**src/rtl/coh_pkg.sv**
```systemverilog
package coh_pkg;
  typedef enum logic [1:0] {
    ST_IDLE  = 2'd0,
    ST_ENTER = 2'd1,
    ST_JOIN  = 2'd2,
    ST_EXIT  = 2'd3
  } coh_state_e;
endpackage

```
**src/rtl/coh_sync.sv**
```systemverilog
module coh_sync #(
  parameter int STAGES = 2
) (
  input  logic clk,
  input  logic rst,
  input  logic d,
  output logic q
);
  localparam int LAST = STAGES - 1;
  logic [LAST:0] pipe;

  generate
    if (STAGES == 1) begin : g_one
      always_ff @(posedge clk) begin
        if (rst) pipe <= '0;
        else     pipe <= d;
      end
    end else begin : g_many
      always_ff @(posedge clk) begin
        if (rst) pipe <= '0;
        else     pipe <= {pipe[LAST-1:0], d};
      end
    end
  endgenerate

  assign q = pipe[LAST];
endmodule

```
**src/rtl/coh_fsm.sv**
```systemverilog
module coh_fsm
  import coh_pkg::*;
(
  input  logic       clk,
  input  logic       rst,
  input  logic       join_req,
  input  logic       ack_s,
  output coh_state_e state_d,
  output logic       exit_evt
);
  coh_state_e state_q;

  always_comb begin
    state_d  = state_q;
    exit_evt = 1'b0;
    unique case (state_q)
      ST_IDLE:  if (join_req) state_d = ST_ENTER;
      ST_ENTER: begin
        if (ack_s)          state_d = join_req ? ST_JOIN : ST_EXIT;
        else if (!join_req) state_d = ST_IDLE;
      end
      ST_JOIN:  if (!join_req) state_d = ST_EXIT;
      ST_EXIT: begin
        if (!ack_s) begin
          state_d  = ST_IDLE;
          exit_evt = 1'b1;
        end
      end
      default:  state_d = ST_IDLE;
    endcase
  end

  always_ff @(posedge clk) begin
    if (rst) state_q <= ST_IDLE;
    else     state_q <= state_d;
  end

  AST_EXIT_HELD_BY_ACK: assert property (@(posedge clk) disable iff (rst)
    (state_q == ST_EXIT && ack_s) |=> (state_q == ST_EXIT));
  AST_REJOIN_VIA_ENTER: assert property (@(posedge clk) disable iff (rst)
    (state_q == ST_EXIT) |=> (state_q != ST_JOIN));
endmodule

```
**src/rtl/coh_outreg.sv**
```systemverilog
module coh_outreg
  import coh_pkg::*;
(
  input  logic       clk,
  input  logic       rst,
  input  coh_state_e state_d,
  input  logic       exit_evt,
  input  logic       pending,
  output logic       coh_req,
  output logic       tx_active,
  output logic       link_active,
  output logic       exit_done
);
  logic req_d, link_d, seen_q, seen_d;

  assign req_d  = (state_d == ST_ENTER) || (state_d == ST_JOIN);
  assign link_d = (state_d != ST_IDLE);
  assign seen_d = seen_q || req_d;

  always_ff @(posedge clk) begin
    if (rst) begin
      coh_req     <= 1'b0;
      tx_active   <= 1'b0;
      link_active <= 1'b0;
      exit_done   <= 1'b0;
      seen_q      <= 1'b0;
    end else begin
      coh_req     <= req_d;
      link_active <= link_d;
      tx_active   <= link_d || (pending && seen_d);
      exit_done   <= exit_evt;
      seen_q      <= seen_d;
    end
  end

  AST_TX_AFTER_FIRST_REQ: assert property (@(posedge clk) disable iff (rst)
    tx_active |-> seen_q);
endmodule

```
**src/rtl/coh_link_ctrl.sv**
```systemverilog
module coh_link_ctrl
  import coh_pkg::*;
#(
  parameter int SYNC_STAGES = 2
) (
  input  logic clk,
  input  logic rst,
  input  logic join_i,
  input  logic ack_i,
  input  logic pending_i,
  output logic coh_req_o,
  output logic tx_active_o,
  output logic link_active_o,
  output logic exit_done_o
);
  logic       ack_s;
  logic       exit_evt;
  coh_state_e state_d;

  coh_sync #(.STAGES(SYNC_STAGES)) u_sync (
    .clk(clk), .rst(rst), .d(ack_i), .q(ack_s)
  );

  coh_fsm u_fsm (
    .clk(clk), .rst(rst), .join_req(join_i), .ack_s(ack_s),
    .state_d(state_d), .exit_evt(exit_evt)
  );

  coh_outreg u_out (
    .clk(clk), .rst(rst), .state_d(state_d), .exit_evt(exit_evt),
    .pending(pending_i), .coh_req(coh_req_o), .tx_active(tx_active_o),
    .link_active(link_active_o), .exit_done(exit_done_o)
  );

  AST_REQ_NEEDS_TX: assert property (@(posedge clk) disable iff (rst)
    coh_req_o |-> tx_active_o);
  AST_NO_DONE_AT_RELEASE: assert property (@(posedge clk) disable iff (rst)
    $past(rst) |-> !exit_done_o);
  AST_DONE_SINGLE: assert property (@(posedge clk) disable iff (rst)
    exit_done_o |=> !exit_done_o);
  AST_DONE_LINK_LOW: assert property (@(posedge clk) disable iff (rst)
    exit_done_o |-> !link_active_o);
  AST_LINK_KEPT: assert property (@(posedge clk) disable iff (rst)
    (link_active_o && !coh_req_o && ack_s) |=> link_active_o);
endmodule

```
**config.mk**
```make
export PLATFORM = sky130hd
export DESIGN_NAME = coh_link_ctrl
export DESIGN_NICKNAME = d
export VERILOG_FILES = /design/src/rtl/coh_pkg.sv /design/src/rtl/coh_sync.sv /design/src/rtl/coh_fsm.sv /design/src/rtl/coh_outreg.sv /design/src/rtl/coh_link_ctrl.sv
export SDC_FILE = /design/constraint.sdc
export NUM_CORES = 1
export LEC_CHECK = 0
export ABC_AREA = 1
export BUFFER_PORTS_ARGS = -buffer_cell sky130_fd_sc_hd__buf_2
export CORE_AREA = 3 3 40 42
export CTS_BUF_LIST = sky130_fd_sc_hd__clkbuf_16
export DETAILED_ROUTE_END_ITERATION = 6
export DIE_AREA = 0 0 43 45
export MAX_ROUTING_LAYER = met4
export RECOVER_POWER = 100
export SYNTH_ARGS = -nofsm -noshare
export SYNTH_HDL_FRONTEND = slang
export SYNTH_SLANG_ARGS = --single-unit
```
**constraint.sdc**
```tcl
create_clock -name clk -period 3.5 [get_ports clk]
set_clock_uncertainty 0.2 [all_clocks]
set_input_delay 0.7 -clock clk [delete_from_list [all_inputs] [get_ports clk]]
set_output_delay 0.7 -clock clk [all_outputs]
set_load 0.02 [all_outputs]
```
# [Yosys cells after proc, flatten, opt, wreduce, memory -nomap -nowiden]
# Index checks and enable logic that the tools add are counted.
[word_totals] wordCells=28 output_inout_bits=4 ff_bits=9
[op_classes] muxes=8 reduce_logical=7 n_bitwise=1 eq_ne=5
[op_table] cell="2-bit 2-to-1 mux" n=5
[op_table] cell="2-bit case mux with 4 select lines" n=1
[op_table] cell="2-bit == test, second input constant" n=3
[op_table] cell="2-bit by 1-bit == test with 1-bit output, second input constant" n=2
[op_table] cell="1-bit logical OR" n=3
[op_table] cell="2-bit zero test" n=1
[op_table] cell="1-bit 2-to-1 mux" n=2
[op_table] cell="2-bit nonzero test" n=1
[op_table] cell="2-bit OR reduction" n=1
[op_table] cell="1-bit logical AND" n=1
[op_table] cell="1-bit NOT" n=1

# [Longest topological paths before layout]
[logic_depth] ltp_word=8 mapped_depth=9 ltp_nobuf=9

# [By module]
# A second synthesis with hierarchy kept.
[unflattened] hier_cells=43 hier_area_um2=349.1
[by_module_without_submodules] module="coh_outreg" cells_each=20 instances=1 seq_area_each_um2=100.1 area_each_um2=170.2
[by_module_without_submodules] module="coh_fsm" cells_each=17 instances=1 seq_area_each_um2=40.0 area_each_um2=123.9
[by_module_without_submodules] module="coh_sync" cells_each=6 instances=1 seq_area_each_um2=40.0 area_each_um2=55.1

# [Worst setup path before layout]
# OpenSTA, ideal clock, no wires.
[synth_timing] path_type="input to register" start="input port join_i" end="register u_out.tx_active" setup_ns=0.113 path_buffers=0 path_slack_ns=1.699 arrival_ns=1.488 required_ns=3.187 path_stages=9 cell_sequence="inv_1 -> nand3_1 -> nand3_2 -> nand2_2 -> ha_1 -> nor2_1 -> nor2_2 -> nand2_1 -> o21ai_2"
[synth_between] elab_chain_len=8 word_cells_on_any_way=13
[synth_lines] item="start: declaration" line="coh_link_ctrl.sv:8" text="input logic join_i,"
[synth_lines] item="2-bit 2-to-1 mux / 1-bit 2-to-1 mux (equally long branches)" line="coh_fsm.sv:20, coh_fsm.sv:19"
[synth_lines] item="2-bit 2-to-1 mux" line="coh_fsm.sv:19" text="if (ack_s) state_d = join_req ? ST_JOIN : ST_EXIT;"
[synth_lines] item="2-bit case mux with 4 select lines (*)" line="coh_fsm.sv:16" text="unique case (state_q)"
[synth_lines] item="2-bit by 1-bit == test with 1-bit output / 2-bit == test (equally long branches)" line="coh_outreg.sv:16" text="assign req_d = (state_d == ST_ENTER) || (state_d == ST_JOIN);"
[synth_lines] item="1-bit logical OR (*)" line="coh_outreg.sv:16"
[synth_lines] item="via u_out.req_d" line="coh_outreg.sv:14" text="logic req_d, link_d, seen_q, seen_d;"
[synth_lines] item="1-bit logical OR (*)" line="coh_outreg.sv:18" text="assign seen_d = seen_q || req_d;"
[synth_lines] item="1-bit logical AND (*)" line="coh_outreg.sv:30" text="tx_active <= link_d || (pending && seen_d);"
[synth_lines] item="1-bit logical OR (*)" line="coh_outreg.sv:30"
[synth_lines] item="end signal: assignment" line="coh_outreg.sv:30"
[synth_lines] item="end: declaration" line="coh_outreg.sv:10" text="output logic tx_active,"
# The timed path passes the listed nets; every way through them passes the cells marked *.
# A chain may end at the register's enable or synchronous reset.

# [Final worst setup path]
# Ends and elaborated chain as after synthesis.

==> results.toml <==
[outcome]
run_status = "complete, no violations"

[cts]
cts_tree = "yes"
cts-buffers-inserted = 3
root_buffer = "clkbuf_16"
clk_pin_slew_ps = 40
cts_hold_buf = 0
cts_repair_resize_count = 0
clockBufferDepth = 2
post_cts_buffers = 0
cts_sinks = 9
clkLatencyLatePin_ps = 230
htree_levels = 1

[yosys]
ys_seq_area_share_pct = 52.9
netlist.area_leader.share_pct = 52.9
async_reset_ff_share_pct = 0
syn-cell-area_sq_um = 340
ys.warnings.count = 0
synth.avg_cell_area_sq_um = 9.45
yosys.area.top_type = "dfxtp_1"
yosysMostFrequentCell = "dfxtp_1"
synth-main-ff-cell = "dfxtp_1"
synth_edf_count = 0
synth-seq-cells = 9
netlist_instances = 36
synthTopCellsByArea = "dfxtp_1 (53%), nor2_1 (6.6%), nand3_2 (5.9%), inv_1 (4.4%), ha_1 (3.7%)"
syn_nets = 42
synth_cell_types = 14
synthTopCellsByCount = "dfxtp_1 (9), nor2_1 (6), inv_1 (4), inv_2 (3)"

[global_route]
grt_max_degree = 10
grt_pass1_vias = 228
grt-ovfl-total = 0
antenna_found_initial = 0
grt_pass1_wl_um = 959
track_usage_pct = 7.92

[layout]
final_core_util_pct = 35.2
multiInputGateArea_sq_um = 116
syn2layout_area_growth_pct = 33.1
diodes = 0
n_fill_cell = 143
regArea_sq_um = 180
layout-drive-gt1-share_pct = 31.9
stdcell_area_sq_um = 453
fin_nets = 54

[sta]
finalMaxSlewViolations = 0
worstMarginPinSlew_ps = 414
period_minus_slack_ps = 1800
finalSetupViolations = 0
hold_viol = 0
setup_ws_ps = 1700
timing.slew.headroom_pct = 72.4
rsz0062_at_grt = "no"
min_period_over_period_pct = 51.6
clock.fmax_ghz = 0.554
finalSetupTns_ps = 0

[routing]
drc_errors = 0
ant_nets = 0
wire_per_inst_um = 8.63
vias = 233
drt-initial-drc-count = 0
vias_per_cell = 3.76
wirelength_um = 535
drtPass1Iterations = 1

[worst_setup_path]
crit_slowest_cell = "ha_1"
critPathMostFrequentCell = "nand2_1"
slowest_delay_ps = 310
cp_cell_sequence = "clkbuf_1, inv_1, nand3_1, nand3_2, nand2_1, ha_1, nor2_1, nor2_2, nand2_1, o21ai_0"
crit_family = "simple AND/OR/NAND/NOR gates"
worst_setup_path_start_kind = "primary input"
path_buf_inv = 2
worstPathRequired_ps = 3400
crit_path_max_fanout = 3
crit_path_end_kind = "flip-flop"
path_class = "primary input to flip-flop"
arrival_ps = 1710

[pwr]
powerDensity_nw_per_um2 = 728
total_power_mw = 0.330
cellLeakagePower_nw = 0.206
ir_drop_v = 0.000324

[place]
dpl_worst_slack_ps = 1500
dpl.hpwl_um = 352
portBuffers = 8
gp_congestion = 0.606
post_dp_cell_area_sq_um = 388

[floorplanning]
initial_core_util_pct = 26.5
num_rows = 13
io_pins = 9
fp.coreArea_sq_um = 1280
die_area_sq_um = 1940
dieHeight_um = 45
die_w_um = 43

[worst_hold_path]
hold_path.class = "flip-flop to flip-flop"

[run]
maxCapViolCount = 0
cell type report:
class | instances | area share, %
Clock buffer | 3 | 16.6
Clock inverter | 1 | 0.829
Inverter | 7 | 5.80
Multi-Input combinational cell | 19 | 25.7
Sequential cell | 9 | 39.8
Tap cell | 15 | 4.14
Timing Repair Buffer | 8 | 7.18
cell usage in the layout, fill, tap and decap left out:
cell type  count
dfxtp_1        9
nor2_1         6
clkbuf_1       6
inv_1          5
inv_2          3
nand2_1        3
clkbuf_16      3
nand3_2        2
nor2_2         2
buf_2          2
nand3_1        1
nand2_2        1
a21oi_2        1
nor4_2         1
o21ai_0        1
ha_1           1
state kept, by name (all words and copies together) (netlist names):
register / count
u_fsm.state_q: 2
u_out.seen_q: 1
u_out.link_active: 1
u_out.tx_active: 1
u_out.coh_req: 1
u_out.exit_done: 1
u_sync.pipe: 2
logic make-up (layout without fill, tap and decap cells):
family / Yosys count / after routing / synth area share (%)
compound gates: 2 / 2 / 5.15
fa+ha+maj: 1 / 1 / 3.68
buf+inv: 8 / 19 / 11.0
flops: 9 / 9 / 52.9
simple gates: 16 / 16 / 27.2
worst register-to-register path: cells and delay by family (launching register included):
kind	cells	cell delay, ps
adder cells (fa/ha/maj)	1	250
flip-flops	1	340
buffers and inverters	1	80
AND/OR/NAND/NOR	6	500
AO/OA/AOI/OAI	1	60
per-stage QoR:
stage	hold WS, ps	cells
finish	203	62
global route	220	62
CTS	204	62
detailed placement	199	58
global placement	191	58
floorplan	188	36
metal layers:
metal,global-route usage [%],wire length [um],vias to the layer above
met5,-,0,-
met4,7.23,11,0
met3,6.77,67,2
met2,9.58,224,9
met1,7.54,231,91
li1,-,-,131
path summary, 6_finish.rpt:
kind	start	to	slack, ps	cells after the start
max	join_i	u_out.tx_active	1700	10
min	u_sync.pipe[0]	u_sync.pipe[1]	200	2
min reg2reg	u_sync.pipe[0]	u_sync.pipe[1]	200	2
max reg2reg	u_sync.pipe[1]	u_out.tx_active	1940	9
power by group:
part,internal [mW],switching (mW)
Clock,0.149,0.0476
Combinational,0.00734,0.0141
Sequential,0.109,0.00225
Total,0.266,0.0640
Note: power is estimated with default switching activity, not from simulation.
